[src/rtl/lnk_pkg.sv]
package lnk_pkg;

  typedef enum logic {
    LNK_PASS = 1'b0,
    LNK_FAIL = 1'b1
  } lnk_state_e;

  // Counter width able to hold values 0..limit.
  function automatic int unsigned cnt_width(input int unsigned limit);
    int unsigned w;
    w = $clog2(limit + 1);
    return (w < 1) ? 1 : w;
  endfunction

  // Spacing rule for incoming link pulses: gap counted in clock edges.
  function automatic logic spacing_ok(input int unsigned gap,
                                      input int unsigned lo,
                                      input int unsigned hi);
    return (gap >= lo) && (gap <= hi);
  endfunction

endpackage

[src/rtl/lnk_pulse_gen.sv]
module lnk_pulse_gen #(
  parameter int unsigned PERIOD_CLKS = 1_600_000,
  parameter int unsigned PULSE_CLKS  = 10
) (
  input  logic clk,
  input  logic rst_n,
  input  logic dis,
  input  logic tx_busy,
  output logic pulse_req
);
  import lnk_pkg::*;

  localparam int unsigned IW = cnt_width(PERIOD_CLKS - 1);
  localparam int unsigned PW = cnt_width(PULSE_CLKS);
  localparam logic [IW-1:0] IC_LAST = IW'(PERIOD_CLKS - 1);
  localparam logic [PW-1:0] PW_LOAD = PW'(PULSE_CLKS);

  logic [IW-1:0] ic_q;
  logic [PW-1:0] pw_q;
  logic          hold;
  logic          interval_done;

  assign hold          = dis | tx_busy;
  assign interval_done = (ic_q == IC_LAST);

  always_ff @(posedge clk or negedge rst_n) begin
    if (!rst_n) begin
      ic_q <= '0;
      pw_q <= '0;
    end else if (hold) begin
      ic_q <= '0;
      pw_q <= '0;
    end else if (interval_done) begin
      ic_q <= '0;
      pw_q <= PW_LOAD;
    end else begin
      ic_q <= ic_q + 1'b1;
      if (pw_q != '0) pw_q <= pw_q - 1'b1;
    end
  end

  assign pulse_req = (pw_q != '0);

  // checker: length of the current high run
  logic [PW:0] hi_run_q;
  always_ff @(posedge clk or negedge rst_n) begin
    if (!rst_n)         hi_run_q <= '0;
    else if (pulse_req) hi_run_q <= hi_run_q + 1'b1;
    else                hi_run_q <= '0;
  end

  p_width_r2: assert property (@(posedge clk) disable iff (!rst_n)
    hi_run_q <= (PW + 1)'(PULSE_CLKS));

  p_busy_quiet_r3: assert property (@(posedge clk) disable iff (!rst_n)
    tx_busy |=> !pulse_req);

endmodule

[src/rtl/lnk_rx_qual.sv]
module lnk_rx_qual #(
  parameter int unsigned MIN_GAP_CLKS = 300_000,
  parameter int unsigned MAX_GAP_CLKS = 7_500_000,
  parameter int unsigned LOSS_CLKS    = 9_500_000
) (
  input  logic clk,
  input  logic rst_n,
  input  logic dis,
  input  logic rx_lp,
  input  logic rx_active,
  output logic valid_lp,
  output logic frame_start,
  output logic activity,
  output logic loss_exp
);
  import lnk_pkg::*;

  localparam int unsigned GW = cnt_width(MAX_GAP_CLKS);
  localparam int unsigned LW = cnt_width(LOSS_CLKS);
  localparam logic [GW-1:0] GC_MAX = GW'(MAX_GAP_CLKS);
  localparam logic [LW-1:0] LC_MAX = LW'(LOSS_CLKS);

  logic [GW-1:0] gap_q;   // edges since previous strobe, minus one, saturating
  logic [LW-1:0] loss_q;  // edges since last activity, saturating
  logic          act_q;

  assign frame_start = rx_active & ~act_q;
  assign valid_lp    = rx_lp &&
                       spacing_ok(32'(gap_q) + 32'd1, MIN_GAP_CLKS, MAX_GAP_CLKS);
  assign activity    = valid_lp | frame_start;
  assign loss_exp    = (loss_q == LC_MAX);

  always_ff @(posedge clk or negedge rst_n) begin
    if (!rst_n) begin
      gap_q  <= GC_MAX;
      loss_q <= LC_MAX;
      act_q  <= 1'b0;
    end else begin
      act_q <= rx_active;
      if (rx_lp)                gap_q <= '0;
      else if (gap_q != GC_MAX) gap_q <= gap_q + 1'b1;
      if (dis || activity || rx_active) loss_q <= '0;
      else if (loss_q != LC_MAX)        loss_q <= loss_q + 1'b1;
    end
  end

  generate
    if (MIN_GAP_CLKS > 1) begin : g_early_chk
      p_early_reject_r5: assert property (@(posedge clk) disable iff (!rst_n)
        (rx_lp && $past(rx_lp)) |-> !valid_lp);
    end
  endgenerate

  p_frame_holds_r7: assert property (@(posedge clk) disable iff (!rst_n)
    rx_active |=> !loss_exp);

endmodule

[src/rtl/lnk_state_ctl.sv]
module lnk_state_ctl (
  input  logic clk,
  input  logic rst_n,
  input  logic dis,
  input  logic activity,
  input  logic loss_exp,
  output logic link_fail,
  output logic tx_en,
  output logic rx_en
);
  import lnk_pkg::*;

  lnk_state_e state_q, state_d;

  always_comb begin
    state_d = state_q;
    if (dis)           state_d = LNK_PASS;
    else if (activity) state_d = LNK_PASS;
    else if (loss_exp) state_d = LNK_FAIL;
  end

  always_ff @(posedge clk or negedge rst_n) begin
    if (!rst_n) state_q <= LNK_FAIL;
    else        state_q <= state_d;
  end

  assign link_fail = (state_q == LNK_FAIL) && !dis;
  assign tx_en     = !link_fail;
  assign rx_en     = !link_fail;

  p_loss_r6: assert property (@(posedge clk) disable iff (!rst_n)
    (loss_exp && !activity && !dis) |=> (state_q == LNK_FAIL));

  p_recover_r7: assert property (@(posedge clk) disable iff (!rst_n)
    (activity && !dis) |=> (state_q == LNK_PASS));

endmodule

[src/rtl/link_integrity.sv]
module link_integrity #(
  parameter int unsigned PERIOD_CLKS  = 1_600_000,
  parameter int unsigned PULSE_CLKS   = 10,
  parameter int unsigned MIN_GAP_CLKS = 300_000,
  parameter int unsigned MAX_GAP_CLKS = 7_500_000,
  parameter int unsigned LOSS_CLKS    = 9_500_000
) (
  input  logic clk,
  input  logic rst_n,
  input  logic link_test_dis,
  input  logic tx_busy,
  input  logic rx_frame_active,
  input  logic rx_link_pulse,
  output logic link_pulse_req,
  output logic link_fail,
  output logic tx_path_en,
  output logic rx_path_en
);

  logic valid_lp;
  logic frame_start;
  logic activity;
  logic loss_exp;

  lnk_pulse_gen #(
    .PERIOD_CLKS(PERIOD_CLKS),
    .PULSE_CLKS (PULSE_CLKS)
  ) u_pgen (
    .clk      (clk),
    .rst_n    (rst_n),
    .dis      (link_test_dis),
    .tx_busy  (tx_busy),
    .pulse_req(link_pulse_req)
  );

  lnk_rx_qual #(
    .MIN_GAP_CLKS(MIN_GAP_CLKS),
    .MAX_GAP_CLKS(MAX_GAP_CLKS),
    .LOSS_CLKS   (LOSS_CLKS)
  ) u_rxq (
    .clk        (clk),
    .rst_n      (rst_n),
    .dis        (link_test_dis),
    .rx_lp      (rx_link_pulse),
    .rx_active  (rx_frame_active),
    .valid_lp   (valid_lp),
    .frame_start(frame_start),
    .activity   (activity),
    .loss_exp   (loss_exp)
  );

  lnk_state_ctl u_fsm (
    .clk      (clk),
    .rst_n    (rst_n),
    .dis      (link_test_dis),
    .activity (activity),
    .loss_exp (loss_exp),
    .link_fail(link_fail),
    .tx_en    (tx_path_en),
    .rx_en    (rx_path_en)
  );

  p_dis_quiet_r9: assert property (@(posedge clk) disable iff (!rst_n)
    $past(link_test_dis) |-> !link_pulse_req);

  p_start_recovers_r7: assert property (@(posedge clk) disable iff (!rst_n)
    (frame_start && !link_test_dis) |=> !link_fail);

endmodule

[config.mk]
export PLATFORM = sky130hd
export DESIGN_NAME = link_integrity
export DESIGN_NICKNAME = d
export VERILOG_FILES = /design/src/rtl/lnk_pkg.sv /design/src/rtl/lnk_pulse_gen.sv /design/src/rtl/lnk_rx_qual.sv /design/src/rtl/lnk_state_ctl.sv /design/src/rtl/link_integrity.sv
export SDC_FILE = /design/constraint.sdc
export NUM_CORES = 1
export LEC_CHECK = 0
export BUFFER_PORTS_ARGS = -buffer_cell sky130_fd_sc_hd__buf_2
export CORE_MARGIN = 3
export CORE_UTILIZATION = 45
export CTS_CLUSTER_DIAMETER = 150
export CTS_CLUSTER_SIZE = 8
export DETAILED_ROUTE_END_ITERATION = 7
export HOLD_SLACK_MARGIN = 0.08
export PLACE_DENSITY = 0.72
export SETUP_SLACK_MARGIN = 0.15
export SLEW_MARGIN = 20
export SYNTH_ARGS = -nofsm -noshare
export SYNTH_HDL_FRONTEND = slang
export SYNTH_SLANG_ARGS = --single-unit
[constraint.sdc]
create_clock -name clk -period 3 [get_ports clk]
set_input_delay 0.6 -clock clk [delete_from_list [all_inputs] [get_ports clk]]
set_output_delay 0.6 -clock clk [all_outputs]
set_load 0.1 [all_outputs]
; ---- Word level (Yosys, flattened, before mapping)
; Index checks and enable logic that the tools add are counted.
[classes]
n_bitwise = 4
magnitude_cmp = 2
mux = 12
reduce_logical = 12
eq_ne = 4
n_addsub = 5
[op_table]
columns = cell, n
row1 = $mux 24, 2
row2 = $mux 23, 2
row3 = $mux 21, 2
row4 = $ge 32x19->1 const B, 1
row5 = $le 32x23->1 const B, 1
row6 = $add 23x1->24 const B, 1
row7 = $add 24x1->24 const B, 1
row8 = $eq 24x24->1 const B, 1
row9 = $ne 24x24->1 const B, 1
row10 = $add 23x1->23 const B, 1
row11 = $ne 23x23->1 const B, 1
row12 = $add 21x1->21 const B, 1
row13 = $eq 21x21->1 const B, 1
row14 = $mux 4, 3
row15 = $reduce_bool 3->1, 2
row16 = $reduce_bool 2->1, 2
row17 = $reduce_bool 4->1, 1
row18 = $sub 4x1->4 const B, 1
row19 = $logic_and 1x1->1, 3
row20 = $mux 1, 3
row21 = $logic_not 1->1, 2
row22 = $logic_or 1x1->1, 2
row23 = $or 1x1->1, 2
row24 = $and 1x1->1, 1
row25 = $not 1->1, 1
[totals]
output_inout_bits = 4
input_bits = 6
ff_bits = 74

; ---- Longest topological paths before layout
; Gate-level depths: netlist of run 1.
[depth]
word_depth = 8
mapped_depth = 12
depth_no_buf = 9

; ---- Cells and area by module
; A second synthesis of run 1 with hierarchy kept.
[hier_totals]
cells_unflattened = 469
hier_area_um2 = 4565.6
[by_module_without_submodules]
columns = mod, n_inst, area_per_inst_um2, cells_per_inst, seq_area_each_um2
row1 = lnk_rx_qual, 1, 3223.1, 330, 1226.2
row2 = lnk_pulse_gen, 1, 1277.5, 133, 625.6
row3 = lnk_state_ctl, 1, 65.1, 6, 26.3

; ---- Least setup slack after synthesis of run 1
; Ideal clock, no wire load.
[synth_timing]
path_type = register to register
from = reg u_rxq.gap_q[0]
to = reg u_rxq.loss_q[19]
path_stages_with_launch = 12
t_arrival_ns = 2.856
required_ns = 2.881
path_slack_ns = 0.024
synth_period_minus_slack_ns = 2.976
path_cell_list = dfrtp_1 -> ha_1 -> buf_4 -> nand4_2 -> nor3_4 -> or3_1 -> and2_1 -> or4_1 -> a311o_1 -> a211oi_2 -> buf_6 -> nor2_2
[synth_between]
elab_chain_len = 8
elab_cells_between_ends = 10
classes_between = add/sub: 1 / order compare: 2 / mux: 1 / bitwise: 1 / reduce/logical: 5
[synth_rtl]
columns = element, line_no
row1 = "start, declared", lnk_rx_qual.sv:23  ; logic [GW-1:0] gap_q;
row2 = "start signal, assigned", lnk_rx_qual.sv:41  ; else if (gap_q != GC_MAX) gap_q <= gap_q + 1'b1;
row3 = $add 23x1->24 *, lnk_rx_qual.sv:29  ; spacing_ok(32'(gap_q) + 32'd1, MIN_GAP_CLKS, MAX_GAP_CLKS);
row4 = $ge 32x19->1 or $le 32x23->1 (tied branches), lnk_pkg.sv:19  ; return (gap >= lo) && (gap <= hi);
row5 = $logic_and 1x1->1 *, lnk_pkg.sv:19
row6 = $logic_and 1x1->1 *, lnk_rx_qual.sv:28  ; assign valid_lp = rx_lp &&
row7 = $or 1x1->1 *, lnk_rx_qual.sv:30  ; assign activity = valid_lp | frame_start;
row8 = $logic_or 1x1->1 * (2 in a row), lnk_rx_qual.sv:42  ; if (dis || activity || rx_active) loss_q <= '0;
row9 = $mux 24 or $reduce_bool 2->1 (tied branches), -
row10 = "end signal, assigned", lnk_rx_qual.sv:43  ; else if (loss_q != LC_MAX) loss_q <= loss_q + 1'b1;
row11 = "end, declared", lnk_rx_qual.sv:24  ; logic [LW-1:0] loss_q;
; Every way passes the cells marked *; elsewhere a longest branch is shown, timed or not.
; A chain may end at the register's enable or synchronous reset.

; ---- Final worst setup path of run 1
[layout_timing]
from = reg u_rxq.gap_q[2]
to = reg u_rxq.loss_q[17]
; The elaborated chain is that of the path after synthesis.

==> key figures, run 1 <==
Clock tree
  • CTS root buf: clkbuf_8
  • CTS tree: yes
  • Total CTS buffers: 9
  • Post-CTS Hold Fix Bufs: 0
  • Clk sink count: 74
  • Max H-tree Level: 3
  • Reg clk slew, reported paths: approximately 90 ps
  • Clk_lat worst skew: 350 ps
  • Maximum buffer depth of the clock tree: 2

Detailed routing
  • Drt first pass iters: 4
  • WL final: 10060 µm
  • Wire per inst: ~15 µm
  • Via density: approximately 5.6
  • Routed via count: roughly 3600
  • Iter 0 DRT Violations: between 150 and 200
  • DRC Markers: 0
  • Post-route ant nets: 0

GRT
  • Pin count of the biggest net entering global routing: 66
  • Gr ovfl total: 0
  • Number of global-route vias before repair: about 3600
  • First-pass GRT wire length: 16770 µm
  • Total GRT Usage: roughly 19%
  • Initial antenna violation count: 0

STA
  • Tmin final: 2839 ps
  • Unrepaired setup endpoints after global routing: true
  • Fmax: between 300 and 400 MHz
  • Final TNS setup: 0 ps
  • Clock Skews: between 10 and 15 ps
  • Fin. max-slew vios: 0
  • Final Hold Fails: 0
  • Headroom to the max-slew limit: 52.33%
  • Final setup vio count: 0
  • Worst-Margin Slew: about 700 ps
  • Tcrit/Tclk final: 94.64%

Logic synthesis
  • Number of enable flip-flop cells after synthesis: 0
  • Adder-cell share of the synthesized area: under 10%
  • Syn_nets: around 490
  • Synth warn: 0
  • Main synth FF type: dfrtp_1
  • Post-synth ARST share: 100.0%
  • Synth unique cells: 55
  • Mux contribution to synthesized area: less than 1%
  • Largest family of logic cells by synthesized area: simple AND/OR/NAND/NOR gates
  • Post-synthesis compound-gate area fraction: under 10%
  • Post-Synth Simple-Gate Area: 30.72%
  • Register area share after synthesis: between 40% and 50%
  • Seq cells post-synth: 74
  • Netlist Area Pre-Place: between 4000 and 5000 µm²
  • Synth Area in XOR/XNOR: approximately an eighth
  • Post-Syn Area per Cell: 9.061 µm²
  • Post-Synthesis Cells: between 400 and 500

Setup path
  • Critical Path RT: between 3000 and 4000 ps
  • CP endpoint kind: register
  • Critical path arrival: approximately 3000 ps
  • Cell count along the critical path: 11
  • Worst Path Buf+Inv: 3
  • Slowest CP cell: or4_4
  • Reg2reg path depth: 11
  • Family with the most delay on the worst path: simple AND/OR/NAND/NOR gates
  • Worst path max stage delay: around 520 ps
  • Critical path class: reg -> reg
  • Crit path max fanout: 12
  • CP cell instances: buf_4, nand4_4, nor3_4, or3_1, and2_4, or4_4, a311o_1, a211oi_4, buf_6, buf_16, nor2_2
  • Startpoint Class: register

Placed design
  • Cell Area, Placed: 4653 µm²
  • DP HPWL: 6751 µm
  • PortBufs: 9
  • RD Place Congestion: a little under 1

Outcome
  • Status: completed

Min path
  • Hold Path Class: in -> async

Layout
  • Layout fillers: 851
  • Final net count: roughly 530
  • Layout Utilization: between 50% and 60%
  • P&R area growth vs syn: 18.38%
  • N_diodes: 0
  • Design area: roughly 5100 µm²
  • Layout cells sized above 1: between 20% and 30%

Floorplan
  • Ports: 10
  • Initial Util: around 47%
  • DIE HEIGHT: around 100 µm
  • Die area: around 11000 µm²
  • Core footprint: 9328 µm²
  • Die width: between 100 and 150 µm
  • Number of core rows: 35

Pwr
  • PwrDens: between 300 and 400 nW/µm²
  • Pleak: approximately 2.1 nW
  • Peak VDD IR: 0.2699 mV

Run
  • MaxCap Viol Count: 0
[final timing paths]
check                           startpoint          endpoint  slack [ps]
setup / recovery            u_rxq.gap_q[2]  u_rxq.loss_q[17]         160
hold / removal                       rst_n   u_pgen.ic_q[17]          90
setup reg to reg            u_rxq.gap_q[2]  u_rxq.loss_q[17]         160
hold reg to reg              u_fsm.state_q     u_fsm.state_q         490
max in group asynchronous            rst_n   u_rxq.gap_q[21]        2240
min in group clk           rx_frame_active       u_rxq.act_q         440
[sequential cells by signal, indices dropped and copies added, names as in the netlist]
register	cells
u_rxq.loss_q	24
u_rxq.act_q	1
u_rxq.gap_q	23
u_pgen.ic_q	21
u_fsm.state_q	1
u_pgen.pw_q	4
[cells in the final DEF, fill, tap and decap left out, types with 20 or more instances in the layout]
cell type  netlist  final
nor2_1          62     59
dfrtp_1         53     49
nand3_1         36     35
nand2_1         33     32
xor2_1          32     32
buf_4            5     31
xnor2_1         29     29
dfstp_2         21     21
nor2_2          20     20
[stage by stage]
| step | cells | power [mW] | hold WS [ps] | setup WS (ps) |
|---|---|---|---|---|
| 2_1_floorplan | 480 | 1.127 | 304.4 | 85.30 |
| 3_3_place_gp | 620 | 1.179 | 475.8 | 23.43 |
| 3_5_place_dp | 620 | 1.184 | 481.2 | -4.446 |
| 4_1_cts | 644 | 2.040 | 89.86 | 159.3 |
| 5_1_grt | 649 | 2.119 | 95.30 | 43.10 |
| 6_report | 649 | 2.026 | 93.67 | 160.8 |
[cell type report]
| cell class | instances | area (µm²) | area share (%) |
|---|---|---|---|
| clock inverters | 7 | 86.33 | 1.677 |
| clock buffers | 9 | 123.9 | 2.406 |
| inverters | 17 | 63.81 | 1.239 |
| well taps | 129 | 161.4 | 3.135 |
| repair buffers | 45 | 381.6 | 7.412 |
| flip-flops and latches | 74 | 1883 | 36.57 |
| multi-input cells | 368 | 2449 | 47.56 |
[Yosys cell counts (5+ instances only)]
cell,count,area [µm²]
ha_1,6,75.07
nand3_1,36,180.2
nand2b_1,5,31.28
a21oi_1,14,70.07
nand4_1,17,106.4
nor2_2,20,125.1
o21ai_0,13,65.06
dfrtp_1,53,1326
xor2_1,32,280.3
inv_1,17,63.81
xnor2_1,29,254.0
nor2b_1,5,31.28
or3_1,7,43.79
buf_2,5,25.02
clkbuf_1,9,33.78
and3_1,15,93.84
or4_1,6,45.04
nor3_1,12,60.06
dfstp_2,21,551.8
nor2_1,62,232.7
buf_4,5,37.54
nor4_1,9,56.30
nand2_1,33,123.9
[power breakdown]
| part | total [mW] | internal (mW) | switching (mW) |
|---|---|---|---|
| Combinational | 0.171 | 0.0637 | 0.108 |
| Sequential | 1.02 | 1.01 | 0.0120 |
| Clock | 0.833 | 0.402 | 0.431 |
[worst register-to-register path, cell delays in order (launching register included)]
cell      delay [ps]
dfrtp_2          450
buf_4            160
nand4_4          120
nor3_4            50
or3_1            340
and2_4           160
or4_4            520
a311o_1          330
a211oi_4         230
buf_6            180
buf_16           160
nor2_2            50
[cell families after synthesis]
group | Yosys count
flops | 74
simple gates | 249
buf+inv | 38
compound gates | 51
xor+xnor | 61
fa+ha+maj | 6
mux | 1
[routing by layer]
layer | wire length, µm | GRT usage (%) | up-vias | part of all wire (%)
met5 | 0 | 0 | - | 0
met1 | 4537 | 23.15 | 1792 | 45
li1 | - | - | 1734 | -
met4 | 169 | 6.268 | 0 | 1.7
met2 | 5030 | 32.06 | 68 | 50
met3 | 320 | 3.538 | 19 | 3.2
[what timing repair did]
| item | 4_1_cts | 5_1_grt |
|---|---|---|
| endpoints found under the setup margin | 25 | 25 |
| gates resized for setup | 14 | 24 |
| pin swaps | 5 | 9 |
| setup buffers | 7 | 4 |
| gates cloned | 1 | 1 |
(Power assumes the default switching activity.)
==> inputs of run 2 (changes only) <==
Settings changed: CAP_MARGIN set to 10, CORE_ASPECT_RATIO set to 1.4.
==> run 2 against run 1 <==
Net effect:
- flip-flop and latch count unchanged
- clock skew fell by 10 ps
- first-iteration DRC count down 7.6%
- design area is 1.4% higher
- clock-buffer cell count rose by 2
- die area up 0.15%
- fmax up 0.60%
- utilization rose by 1.3 points
- hold slack better by 180 ps
- worst setup slack gained 17 ps
- critical endpoint is now u_rxq.loss_q[0]
- largest cell class unchanged
- largest power group is now clock
==> key figures, run 2 (synthesis gave the netlist of run 1 again) <==
Placed design
  • DP HPWL: ~6700 µm
  • RD Place Congestion: 0.9379
  • Cell Area, Placed: between 4000 and 5000 µm²
  • Place WS: about 50 ps
  • Placed cells: roughly 600
  • PortBufs: 9

Layout
  • N_diodes: 0
  • Layout cells sized above 1: around a quarter
  • Most frequent cells in the layout: 61 x nor2_1, 51 x dfrtp_1, 35 x nand3_1, 32 x nand2_1
  • Biggest register: u_rxq.loss_q
  • Finished Layout Cells: between 600 and 700
  • P&R area growth vs syn: 20.02%
  • Largest regs: u_rxq.loss_q (24), u_rxq.gap_q (23), u_pgen.ic_q (21)
  • Design area: approximately 5200 µm²
  • Commonest non-fill, non-tap cell in the layout: nor2_1
  • Final net count: 529
  • Max reg flops: 24
  • Layout Utilization: between 50% and 60%

Detailed routing
  • WL final: around 10000 µm
  • Drt first pass iters: 4
  • Wire per inst: roughly 16 µm
  • Routed via count: 3619
  • Iter 0 DRT Violations: 170
  • Via density: around 5.8
  • DRC Markers: 0
  • Post-route ant nets: 0

Clock tree
  • CTS root buf: clkbuf_16
  • Reg clk slew, reported paths: 60 ps
  • Clk sink count: 74
  • Max H-tree Level: 3
  • CTS tree: yes
  • Post-CTS Hold Fix Bufs: 0
  • Clk_lat worst skew: ~340 ps
  • Total CTS buffers: 9
  • Maximum buffer depth of the clock tree: 2

Floorplan
  • Ports: 10
  • Number of core rows: 41
  • Die area: between 10000 and 15000 µm²
  • Initial Util: 47.10%
  • DIE HEIGHT: between 100 and 150 µm
  • Die width: around 89 µm
  • Core footprint: around 9200 µm²

STA
  • Final TNS setup: 0 ps
  • Headroom to the max-slew limit: between 50% and 60%
  • Clock Skews: between 4 and 5 ps
  • Fin. max-slew vios: 0
  • Fmax: between 300 and 400 MHz
  • Tcrit/Tclk final: approximately 94%
  • Final worst slack: between 150 and 200 ps
  • Final Hold Fails: 0
  • Unrepaired setup endpoints after global routing: true
  • Worst-Margin Slew: 722.6 ps
  • Tmin final: 2822 ps
  • Final setup vio count: 0

Setup path
  • CP cell instances: and3_1, buf_4, nand3_1, nor3_1, buf_4, a31oi_1, nor3b_2, a311oi_2, a211oi_4, buf_4, buf_12, nor2_1
  • CP endpoint kind: register
  • Worst path max stage delay: 580 ps
  • Family with the most delay on the worst path: simple AND/OR/NAND/NOR gates
  • Critical Path RT: between 3000 and 4000 ps
  • Critical path arrival: about 3000 ps
  • Startpoint Class: register
  • Crit-path most repeated cell: buf_4
  • Worst Path Buf+Inv: 4
  • Critical path class: reg -> reg
  • Crit path max fanout: 12
  • Slowest CP cell: dfstp_2

Pwr
  • PwrDens: between 400 and 500 nW/µm²
  • Sequential Power Share: between 40% and 50%
  • Sw power: roughly 520 µW
  • Sw Share: 22.29%
  • Pleak: 2.118 nW
  • Comb power frac: 7.3%
  • Peak VDD IR: roughly 0.28 mV
  • Clock network fraction of total power: between 40% and 50%
  • Internal: about 1.8 mW

GRT
  • Initial antenna violation count: 0
  • Total GRT Usage: 18.76%
  • Gr ovfl total: 0
  • First-pass GRT wire length: 15900 µm
  • Number of global-route vias before repair: between 3000 and 4000
  • Pin count of the biggest net entering global routing: 75

Run
  • MaxCap Viol Count: 0

Outcome
  • Status: completed

Min path
  • Hold Path Class: in -> async
run 2: path summary, 6_finish.rpt:
| kind | from | to | slack [ps] | cells past startpoint |
|---|---|---|---|---|
| worst min register to register | u_pgen.ic_q[0] | u_pgen.ic_q[0] | 490 | 1 |
| min in group clk | rx_frame_active | u_rxq.act_q | 460 | 1 |
| max in group asynchronous | rst_n | u_rxq.gap_q[17] | 2360 | 2 |
| worst max-delay path | u_rxq.gap_q[6] | u_rxq.loss_q[0] | 180 | 12 |
| worst max register to register | u_rxq.gap_q[6] | u_rxq.loss_q[0] | 180 | 12 |
| worst min-delay path | rst_n | u_rxq.gap_q[8] | 270 | 2 |
run 2: cell type report:
class	count	area [µm²]
clock inverters	5	77.57
clock buffers	11	242.7
well taps	107	133.9
flip-flops and latches	74	1881
repair buffers	47	404.1
inverters	17	63.81
fillers	798	4014
multi-input cells	368	2417
run 2: worst register-to-register path, cell delays in order, from the launching register on:
cell and delay (ps):
dfstp_2 580, and3_1 240, buf_4 140, nand3_1 130, nor3_1 180, buf_4 170, a31oi_1 100, nor3b_2 340
a311oi_2 170, a211oi_4 300, buf_4 160, buf_12 140, nor2_1 50
run 2: power groups by stage:
| stage | Clock [mW] | Sequential, mW | Combinational, mW |
|---|---|---|---|
| after global routing | 1.22 | 1.03 | 0.190 |
| after floorplan | 0 | 1.04 | 0.0896 |
| after CTS | 1.18 | 1.02 | 0.157 |
| after detailed placement | 0 | 1.04 | 0.143 |
| after global placement | 0 | 1.04 | 0.140 |
| final | 1.15 | 1.03 | 0.171 |
run 2: stage by stage:
| step | hold WS, ps | total power [mW] |
|---|---|---|
| 3_3_place_gp | 473.4 | 1.179 |
| 5_1_grt | 306.8 | 2.438 |
| 6_report | 273.4 | 2.349 |
| 2_1_floorplan | 304.4 | 1.127 |
| 4_1_cts | 293.9 | 2.366 |
| 3_5_place_dp | 481.9 | 1.183 |
run 2: repair_timing:
action,CTS,global route
buffers inserted,6,7
pin swaps,6,5
setup endpoints to repair,25,25
resized for setup,8,21
cloned,1,1
run 2: per-layer routing:
layer	vias to the layer above	GRT usage, %	share of wire (%)
met5	-	0	0
met4	0	11.45	4.4
met3	37	4.433	4.1
met2	97	30.77	50
met1	1731	21.71	41
li1	1754	-	-
